[config.mk]
export PLATFORM = sky130hd
export DESIGN_NAME = idle_clk_ctrl
export DESIGN_NICKNAME = d
export VERILOG_FILES = /design/src/rtl/idle_clk_ctrl.sv
export SDC_FILE = /design/constraint.sdc
export NUM_CORES = 1
export LEC_CHECK = 0
export BUFFER_PORTS_ARGS = -buffer_cell sky130_fd_sc_hd__buf_2
export CAP_MARGIN = 20
export CORE_AREA = 2 2 39 41
export CTS_CLUSTER_DIAMETER = 80
export DETAILED_ROUTE_END_ITERATION = 10
export DIE_AREA = 0 0 41 43
export PLACE_DENSITY = 0.48
export SYNTH_ARGS = -nofsm -noshare
export SYNTH_HDL_FRONTEND = slang
export SYNTH_SLANG_ARGS = --single-unit
[constraint.sdc]
create_clock -name clk -period 1.2 [get_ports clk]
set_clock_uncertainty 0.15 [all_clocks]
set_input_delay 0.12 -clock clk [delete_from_list [all_inputs] [get_ports clk]]
set_output_delay 0.12 -clock clk [all_outputs]
set_load 0.005 [all_outputs]
[src/rtl/idle_clk_ctrl.sv]
module idle_clk_ctrl #(
  parameter int N_IRQ = 4
) (
  input  logic             clk,
  input  logic             rst_n,
  input  logic             sys_rst,
  input  logic             cfg_we,
  input  logic [2:0]       cfg_wdata,
  output logic [2:0]       cfg_rdata,
  input  logic [N_IRQ-1:0] irq_req,
  input  logic [N_IRQ-1:0] irq_en,
  output logic             cpu_clk_en,
  output logic             cpu_gclk,
  output logic             wdog_clk_en,
  output logic             bod_en,
  output logic             wake_irq,
  output logic             idle_active
);

  logic idle_q, wdi_q, bod_q, wake_q;
  logic cpu_en_q, wdg_en_q;
  logic pending, idle_req, irq_exit;

  assign pending  = |(irq_req & irq_en);
  assign idle_req = cfg_we && !idle_q && cfg_wdata[0];
  assign irq_exit = idle_q && pending;

  always_ff @(posedge clk or negedge rst_n) begin
    if (!rst_n) begin
      idle_q <= 1'b0;
      wdi_q  <= 1'b0;
      bod_q  <= 1'b0;
      wake_q <= 1'b0;
    end else if (sys_rst) begin
      idle_q <= 1'b0;
      wdi_q  <= 1'b0;
      bod_q  <= 1'b0;
      wake_q <= 1'b0;
    end else begin
      wake_q <= irq_exit || (idle_req && pending);
      if (irq_exit)
        idle_q <= 1'b0;
      else if (idle_req && !pending)
        idle_q <= 1'b1;
      if (cfg_we && !idle_q) begin
        wdi_q <= cfg_wdata[1];
        bod_q <= cfg_wdata[2];
      end
    end
  end

  always_ff @(negedge clk or negedge rst_n) begin
    if (!rst_n) begin
      cpu_en_q <= 1'b1;
      wdg_en_q <= 1'b1;
    end else begin
      cpu_en_q <= !idle_q;
      wdg_en_q <= !idle_q || wdi_q;
    end
  end

  assign cpu_clk_en  = cpu_en_q;
  assign cpu_gclk    = clk & cpu_en_q;
  assign wdog_clk_en = wdg_en_q;
  assign bod_en      = bod_q;
  assign wake_irq    = wake_q;
  assign idle_active = idle_q;
  assign cfg_rdata   = {bod_q, wdi_q, idle_q};

endmodule

## Word-level counts from Yosys, hierarchy flattened

Index checks and enable logic that the tools add are counted.

| word-level totals | value |
|---|---|
| flip-flop bits (word level) | 6 |

| operators by class | value |
|---|---|
| bitwise gates (word level) | 2 |
| reduce and logical (&&, ||, !) cells | 12 |
| multiplexer cells | 8 |

Operator list:

| cell | number |
|---|---|
| 2-to-1 mux 1 bit | 8 |
| logical AND 1 bit | 5 |
| AND 4 bit | 1 |
| OR reduction 4 bit | 1 |
| nonzero test 3 bit | 1 |
| zero test 1 bit | 2 |
| logical OR 1 bit | 2 |
| nonzero test 2 bit | 1 |
| AND 1 bit | 1 |

## Longest topological paths before layout

Gate-level depths: netlist of run 1.

| depth | value |
|---|---|
| depth in word-level cells | 7 |
| depth in mapped cells | 3 |
| depth with buffers taken out | 3 |

==> results of run 1 <==
[state kept, by name, indices dropped and copies added (netlist names)]
signal	count
bod_en	1
cpu_clk_en	1
idle_active	1
wake_irq	1
wdi_q	1
wdog_clk_en	1
[metrics by stage]
stage / TNS [ns] / hold slack (ns) / util
floorplan: -0.8434 / -0.3256 / -
detailed placement: -1.122 / -0.1927 / 0.2966
CTS: -2.534 / 0.003266 / 0.4340
global route: -3.015 / 0.01723 / 0.4494
global placement: -1.064 / -0.2005 / 0.2966
finish: -2.552 / 0.006461 / 0.4494
[critical path: stages (launching register included)]
cell	delay, ns
dfstp_2	0.51
and2_4	0.13
buf_6	0.08
[cell usage after synthesis]
library cell  count  area share
a22o_1            1       0.032
a21oi_1           1       0.018
and2_1            1       0.023
nor3_1            1       0.018
mux2i_1           2       0.073
nor2_1            2       0.027
a221oi_2          1       0.055
dfstp_2           2        0.19
nand2b_1          2       0.045
buf_4             3       0.082
dfrtp_1           4        0.36
nor3b_2           1       0.045
inv_1             2       0.027
[cells by family (layout without fill, tap and decap cells)]
| kind of cell | count (synthesis) | count (layout) | share of synthesized area |
|---|---|---|---|
| flops | 6 | 6 | 0.5546 |
| mux | 2 | 2 | 0.07273 |
| compound gates | 3 | 3 | 0.1045 |
| buf+inv | 5 | 45 | 0.1091 |
| simple gates | 7 | 7 | 0.1591 |
[where the power goes]
group	total [W]	leakage, nW	internal (W)	switching [W]
Combinational	0.000111	0.195	0.0000747	0.0000366
Clock	0.000468	0.0490	0.000333	0.000135
Sequential	0.000219	0.0750	0.000213	0.00000537
Total	0.000798	0.319	0.000621	0.000177
[layer usage]
| layer | vias to the layer above | wire length [um] |
|---|---|---|
| met4 | 0 | 15 |
| met2 | 20 | 406 |
| li1 | 157 | - |
| met5 | - | 0 |
| met3 | 3 | 80 |
| met1 | 141 | 258 |
[timing repair]
| item | CTS | global route |
|---|---|---|
| hold endpoints to repair | 8 | 0 |
| endpoints found under the setup margin | 11 | 12 |
| hold buffers | 10 | 0 |
| resized for setup | 6 | 5 |
| buffers inserted | 1 | 0 |
| pin swaps | 0 | 1 |
[layout by cell type, fill, tap and decap left out, types with 2 or more instances in the layout]
cell,netlist,layout
buf_2,0,17
dlygate4sd3_1,0,10
buf_6,0,7
clkbuf_4,0,6
dfrtp_1,4,4
inv_1,2,3
nand2b_4,0,2
mux2i_1,2,2
nor2_1,2,2
dfstp_2,2,2
buf_4,3,2
[worst min-delay path by stage]
stage,start,to,slack (ns),depth (start not counted)
2_1_floorplan,rst_n,bod_en,-0.33,0
3_3_place_gp,rst_n,wdi_q,-0.20,1
3_5_place_dp,rst_n,wdi_q,-0.19,1
4_1_cts,cfg_we,wdi_q,0.003,4
5_1_grt,cfg_we,bod_en,0.02,4
6_report,cfg_we,idle_active,0.006,3
[final cells by class]
type                    instances  area (um^2)  area share
clock inverters                 2        7.507     0.01207
well taps                      16        20.02     0.03219
flip-flops and latches          6        152.6      0.2455
repair buffers                 35        267.8      0.4306
multi-input cells              12        113.9      0.1831
clock buffers                   7        56.30     0.09054
inverters                       1        3.754    0.006036
==> results.toml, run 1 <==
[run_status]
status = "complete, but fails checks"
violations = "setup timing"

[floorplanning]
ioPinCount = 24
initial_core_util = 0.1989
fp.dieW_um = 41
fp.dieH_um = 43
core_area_um2 = 1384
std_cell_rows = 14
design.die.area_um2 = 1763

[worst_hold_path]
hold_class = "primary input to flip-flop"

[run]
max_cap_violations = 0

[global_route]
met1_usage = 0.09416
grt_pass1_vias = 325
use_met2 = 0.1625
grt_antenna_before_repair = 0
overflow = 0
use_met3 = 0.03141
grt_pass1_wl_um = 1159
grt_busiest_layer = "met2"
grt_max_degree = 5
grt.total_usage = 0.1037

[critical_path]
critPathKind = "flip-flop to output pin"
required_ns = 0.93
r2r_end = "wdog_clk_en"
crit_path_start = "cpu_clk_en"
rr_worst_depth = 1
end_kind = "output pin"
r2r-start = "wdi_q"
crit_arrival_ns = 1.73
endpoint = "cpu_gclk"
r2r_slack_ns = -0.08
path_max_fanout = 2
cp-start-kind = "flip-flop"

[placement]
dpl_cell_area_um2 = 410.4
dp_hpwl_um = 551.3
place_congestion = 0.6967
placedCellCount = 62
io_buffer_count = 23
preCtsSetupSlack_ns = -0.3690

[yosys]
synth_nets = 38
syn_area_um2 = 275.3
synth_warnings = 0
synth_seq_cells = 6
synth_cell_type_count = 13
syn_area_per_cell_um2 = 11.97
yosysSeqAreaShare = 0.5545
syn-instance-count = 23

[cells_and_area]
n_antenna_cell = 0
stdcell_count = 79
design_area_um2 = 621.8
n_fill_cell = 138
nets = 80
drive_gt1_frac = 0.6349
area_delta_synth_final_pct = 125.9

[clock_tree]
clock_latency_ns = 0.34
cts_tree = "built"
path_clk_slew_ns = 0.04

[routing]
vias = 321
drt-total-wl_um = 761
first_iter_violations = 1
viasPerCell = 4.063
dr.pass1.iters = 2
post_drt_wl_per_cell_um = 9.633
drtAntennaViolNets = 0
drc_errors = 0

[power]
p_per_area_nw_per_um2 = 1284
cellLeakagePower_nw = 0.3191
irDropWorstVdd_uv = 368.2
finalPower_w = 0.0007983

[sta]
setup_viol = 11
slew_violations = 0
rsz0062_at_grt = "true"
finalHoldViolCount = 0
max_slew_margin = 0.8412
worst_pin_slew_ns = 0.2381
layout_setup_ws_ns = -0.7964
(Power assumes the default switching activity.)
==> inputs of run 2 (changes only) <==
Settings changed: ABC_AREA set to 1, PLACE_DENSITY 0.48 to 0.5.
==> run 2 against run 1 <==
  * The run still ends with setup timing left
  * Sequential power is essentially flat
  * Setup slack improved by 0.014 ns
  * Combinational power increased by 14%
  * First-iteration DRC count grew to 7.0 times the previous value
  * Clock power up 3%
  * Critical path depth rose by 1
  * Critical path type unchanged
==> results.toml, run 2 <==
[yosys]
syn-instance-count = 39
yosys.area.top_type_share = 0.3390
synth.cells.most_frequent = "nand2_1, inv_1, dfrtp_1, nand3_1, nor2_1"
synth_edf_count = 0
synth_seq_cells = 6
synth_warnings = 0
ys.flop_type = "dfrtp_1"
synth_cell_type_count = 8
synth_area_leader_cell = "dfrtp_1"
syn_area_per_cell_um2 = 7.571
synth.most_common_cell = "nand2_1"
synth_nets = 54
yosys-top-cells-area = "dfrtp_1, dfstp_2, nand2_1"
syn_area_um2 = 295.3
async_reset_ff_frac = 1.000
yosysSeqAreaShare = 0.5169

[sta]
setup_viol = 9
rsz0062_at_grt = "true"
finalHoldViolCount = 0
layout_setup_ws_ns = -0.7826
max_slew_margin = 0.8613
slew_violations = 0
worst_pin_slew_ns = 0.2073

[global_route]
grt.total_usage = 0.1317
grt_max_degree = 6
grt_pass1_wl_um = 1504
overflow = 0
grt_antenna_before_repair = 0
grt_pass1_vias = 457

[routing]
first_iter_violations = 7
post_drt_wl_per_cell_um = 9.107
viasPerCell = 3.903
drc_errors = 0
vias = 402
drtAntennaViolNets = 0
drt-total-wl_um = 938
dr.pass1.iters = 3

[floorplanning]
core_area_um2 = 1384
fp.dieW_um = 41
ioPinCount = 24
initial_core_util = 0.2134
fp.dieH_um = 43
std_cell_rows = 14
design.die.area_um2 = 1763

[worst_hold_path]
hold_class = "clock port to output pin"
holdPathStages = 5
hold_end = "cpu_gclk"
min_from = "clk"

[run_status]
violations = "setup timing"
status = "complete, but fails checks"

[clock_tree]
cts_tree = "built"
clock_latency_ns = 0.35
path_clk_slew_ns = 0.03

[critical_path]
crit_arrival_ns = 1.71
rr_worst_depth = 2
r2r_end = "wdog_clk_en"
end_kind = "output pin"
r2r_slack_ns = -0.21
path_max_fanout = 2
required_ns = 0.93
r2r-start = "idle_active"
crit_path_start = "cpu_clk_en"
critPathKind = "flip-flop to output pin"
cp-start-kind = "flip-flop"

[power]
p_per_area_nw_per_um2 = 1182
irDropWorstVdd_uv = 553.6
finalPower_w = 0.0008265
cellLeakagePower_nw = 0.3999

[cells_and_area]
final_common_cell = "buf_2"
n_fill_cell = 132
drive_gt1_frac = 0.4713
final_cell_mix = "buf_2, dlygate4sd3_1, nand2_1, buf_6"
area_delta_synth_final_pct = 136.9
nets = 104
stdcell_count = 103
n_antenna_cell = 0
post-route-util = 0.5054

[placement]
dp_hpwl_um = 561.7
place_congestion = 0.6449
placedCellCount = 78
io_buffer_count = 23

[run]
max_cap_violations = 0
-- run 2: worst max path at each step --
stage,to,slack [ns]
CTS,cpu_gclk,-0.81
global route,cpu_gclk,-0.85
global placement,cpu_gclk,-0.34
finish,cpu_gclk,-0.78
floorplan,cpu_gclk,-0.28
detailed placement,cpu_gclk,-0.34
-- run 2: per-layer routing --
layer	vias to the layer above	track usage	wire, um
met2	16	0.2313	570
li1	209	-	-
met3	0	0.05236	46
met1	177	0.09355	321
met4	0	0.1200	0
met5	-	0	0
-- run 2: critical path, stage by stage, from the launching register on --
cell     delay (ns)
dfstp_2        0.52
nand2_2        0.05
inv_2          0.05
buf_6          0.08
-- run 2: final cells by class --
| type | count | area (um^2) | area share |
|---|---|---|---|
| repair buffers | 43 | 341.6 | 0.4884 |
| clock buffers | 7 | 56.30 | 0.08050 |
| well taps | 16 | 20.02 | 0.02862 |
| clock inverters | 3 | 11.26 | 0.01610 |
| flip-flops and latches | 6 | 152.6 | 0.2182 |
| inverters | 5 | 18.77 | 0.02683 |
| multi-input cells | 23 | 98.84 | 0.1413 |
-- run 2: stage by stage --
stage | setup TNS, ns | instance area, um^2 | hold WS [ns] | setup slack [ns]
after detailed placement | -1.236 | 430.4 | -0.1965 | -0.3422
after global placement | -1.198 | 430.4 | -0.1992 | -0.3355
after floorplan | -0.9712 | 295.3 | -0.3256 | -0.2785
final | -2.570 | 699.4 | 0.3654 | -0.7826
after global routing | -2.906 | 699.4 | 0.4030 | -0.8489
after CTS | -2.628 | 681.9 | 0.3749 | -0.8060
-- run 2: cell families after synthesis --
logic type	share of synthesized area
AND/OR/NAND/NOR	0.3178
buffers and inverters	0.1653
flip-flops	0.5170
-- run 2: what timing repair did --
action / CTS / global route
endpoints found under the setup margin: 9 / 10
pin swaps: 0 / 1
buffers inserted: 3 / 1
hold buffers: 15 / 0
endpoints found under the hold margin: 8 / 0
gates resized for setup: 6 / 6
-- run 2: where the power goes --
group          internal (W)  switching [W]  total, W
clock              0.000313       0.000170  0.000483
sequential         0.000213     0.00000474  0.000218
combinational     0.0000825      0.0000435  0.000126
total              0.000609       0.000218  0.000827
==> inputs of run 3 (changes only) <==
Settings changed: SETUP_SLACK_MARGIN set to 0.3.
==> run 3 against run 2 <==
  * The flow finishes with violations (hold timing, setup timing)
  * Critical endpoint unchanged
  * First-iteration DRC count decreased by 14%
  * Wire length decreased by 4.6%
  * Largest power group unchanged
  * Final cell count decreased by 9.7%
  * Sequential power about the same
  * Total power decreased by 1.3%
==> results.toml, run 3 (synthesis gave the netlist of run 2 again) <==
[clock_tree]
cts_tree = "built"
path_clk_slew_ns = 0.05
postCtsHoldBufs = 3
clock_latency_ns = 0.35

[cells_and_area]
design_area_um2 = 649.4
area_delta_synth_final_pct = 119.9
final_common_cell = "buf_2"
nets = 94
drive_gt1_frac = 0.6623
n_antenna_cell = 0
final_cell_mix = "buf_2, buf_6, nand2_1, inv_1, clkbuf_4"

[routing]
dr.pass1.iters = 2
vias = 373
post_drt_wl_per_cell_um = 9.624
viasPerCell = 4.011
drc_errors = 0
drt-total-wl_um = 895
drtAntennaViolNets = 0
first_iter_violations = 6

[sta]
max_slew_margin = 0.8414
layout_setup_ws_ns = -0.7751
worst_pin_slew_ns = 0.2376
setup_viol = 9
finalHoldViolCount = 4
whs_ns = -0.05850
rsz0062_at_grt = "true"
slew_violations = 0

[global_route]
grt_antenna_before_repair = 0
grt_pass1_vias = 391
grt_max_degree = 6
grt_pass1_wl_um = 1276
overflow = 0
grt.total_usage = 0.1116

[critical_path]
crit_buf_inv = 2
critPathKind = "flip-flop to output pin"
path_max_fanout = 2
r2r_end = "wdog_clk_en"
r2r-start = "idle_active"
cp-start-kind = "flip-flop"
required_ns = 0.93
crit_path_max_incr_delay_ns = 0.52
end_kind = "output pin"
slowest_stage = "dfstp_2"
crit_arrival_ns = 1.71
rr_worst_depth = 2
r2r_slack_ns = -0.20
crit_family = "flip-flops"
cp_cell_sequence = "nand2_2, inv_2, buf_6"

[floorplanning]
ioPinCount = 24
initial_core_util = 0.2134
std_cell_rows = 14
core_area_um2 = 1384
fp.dieH_um = 43
fp.dieW_um = 41
design.die.area_um2 = 1763

[run]
max_cap_violations = 0

[power]
p_per_area_nw_per_um2 = 1256
irDropWorstVdd_uv = 592.3
cellLeakagePower_nw = 0.3691

[placement]
io_buffer_count = 23
dp_hpwl_um = 561.7
place_congestion = 0.6449
dpl_cell_area_um2 = 430.4

[worst_hold_path]
hold_end = "bod_en"
hold_class = "primary input to flip-flop"
min_from = "cfg_we"
holdPathStages = 4

[run_status]
violations = "hold timing, setup timing"
status = "complete, but fails checks"
run 3: cell types whose count changed in the layout (fill, tap and decap cells not counted), sizes merged:
cell / change
dlygate4sd3: -12
buf: +2
run 3: what timing repair did:
item                                    4_1_cts  5_1_grt
endpoints found under the hold margin         8        4
setup buffers                                 3        2
pin swaps                                     4        4
cloned                                        0        0
gates resized for setup                      15       10
endpoints found under the setup margin       16       16
run 3: area by class of cell:
cell class | count | area [um^2]
Fill cell | 142 | 734.5
Timing Repair Buffer | 33 | 251.5
Sequential cell | 6 | 152.6
Clock buffer | 7 | 56.30
Multi-Input combinational cell | 23 | 138.9
Inverter | 5 | 18.77
Tap cell | 16 | 20.02
Clock inverter | 3 | 11.26
run 3: worst register-to-register path, cell delays in order (launching register included):
cell	delay, ns
dfrtp_1	0.37
inv_2	0.05
or2_1	0.22
run 3: how the worst max path moves through the flow:
stage                    start  endpoint  slack (ns)  cells after the start
floorplan           cpu_clk_en  cpu_gclk       -0.28                      2
global placement    cpu_clk_en  cpu_gclk       -0.34                      3
detailed placement  cpu_clk_en  cpu_gclk       -0.34                      3
CTS                 cpu_clk_en  cpu_gclk       -0.81                      3
global route        cpu_clk_en  cpu_gclk       -0.84                      3
finish              cpu_clk_en  cpu_gclk       -0.78                      3
run 3: layer usage:
layer | vias up | part of all wire | global-route usage | wire, um
met5 | - | 0 | 0 | 0
li1 | 191 | - | - | -
met3 | 0 | 0.091 | 0.05236 | 81
met2 | 23 | 0.54 | 0.1750 | 480
met4 | 0 | 0 | 0.1067 | 0
met1 | 159 | 0.37 | 0.09355 | 332
run 3: stage by stage:
step	utilization	setup slack [ns]	cells	setup TNS, ns	power (W)
detailed placement	0.3110	-0.3422	78	-1.236	0.0003671
CTS	0.4331	-0.8060	91	-2.639	0.0007520
global placement	0.3110	-0.3355	78	-1.198	0.0003662
finish	0.4693	-0.7751	93	-2.791	0.0008156
global route	0.4693	-0.8380	93	-3.102	0.0008972
floorplan	-	-0.2785	39	-0.9712	0.0003008
run 3: report_power, final:
group / internal, W / leakage (nW) / switching [W] / total (W)
combinational: 0.0000667 / 0.241 / 0.0000496 / 0.000116
sequential: 0.000213 / 0.0751 / 0.00000522 / 0.000218
clock: 0.000313 / 0.0526 / 0.000168 / 0.000481
total: 0.000593 / 0.369 / 0.000222 / 0.000816
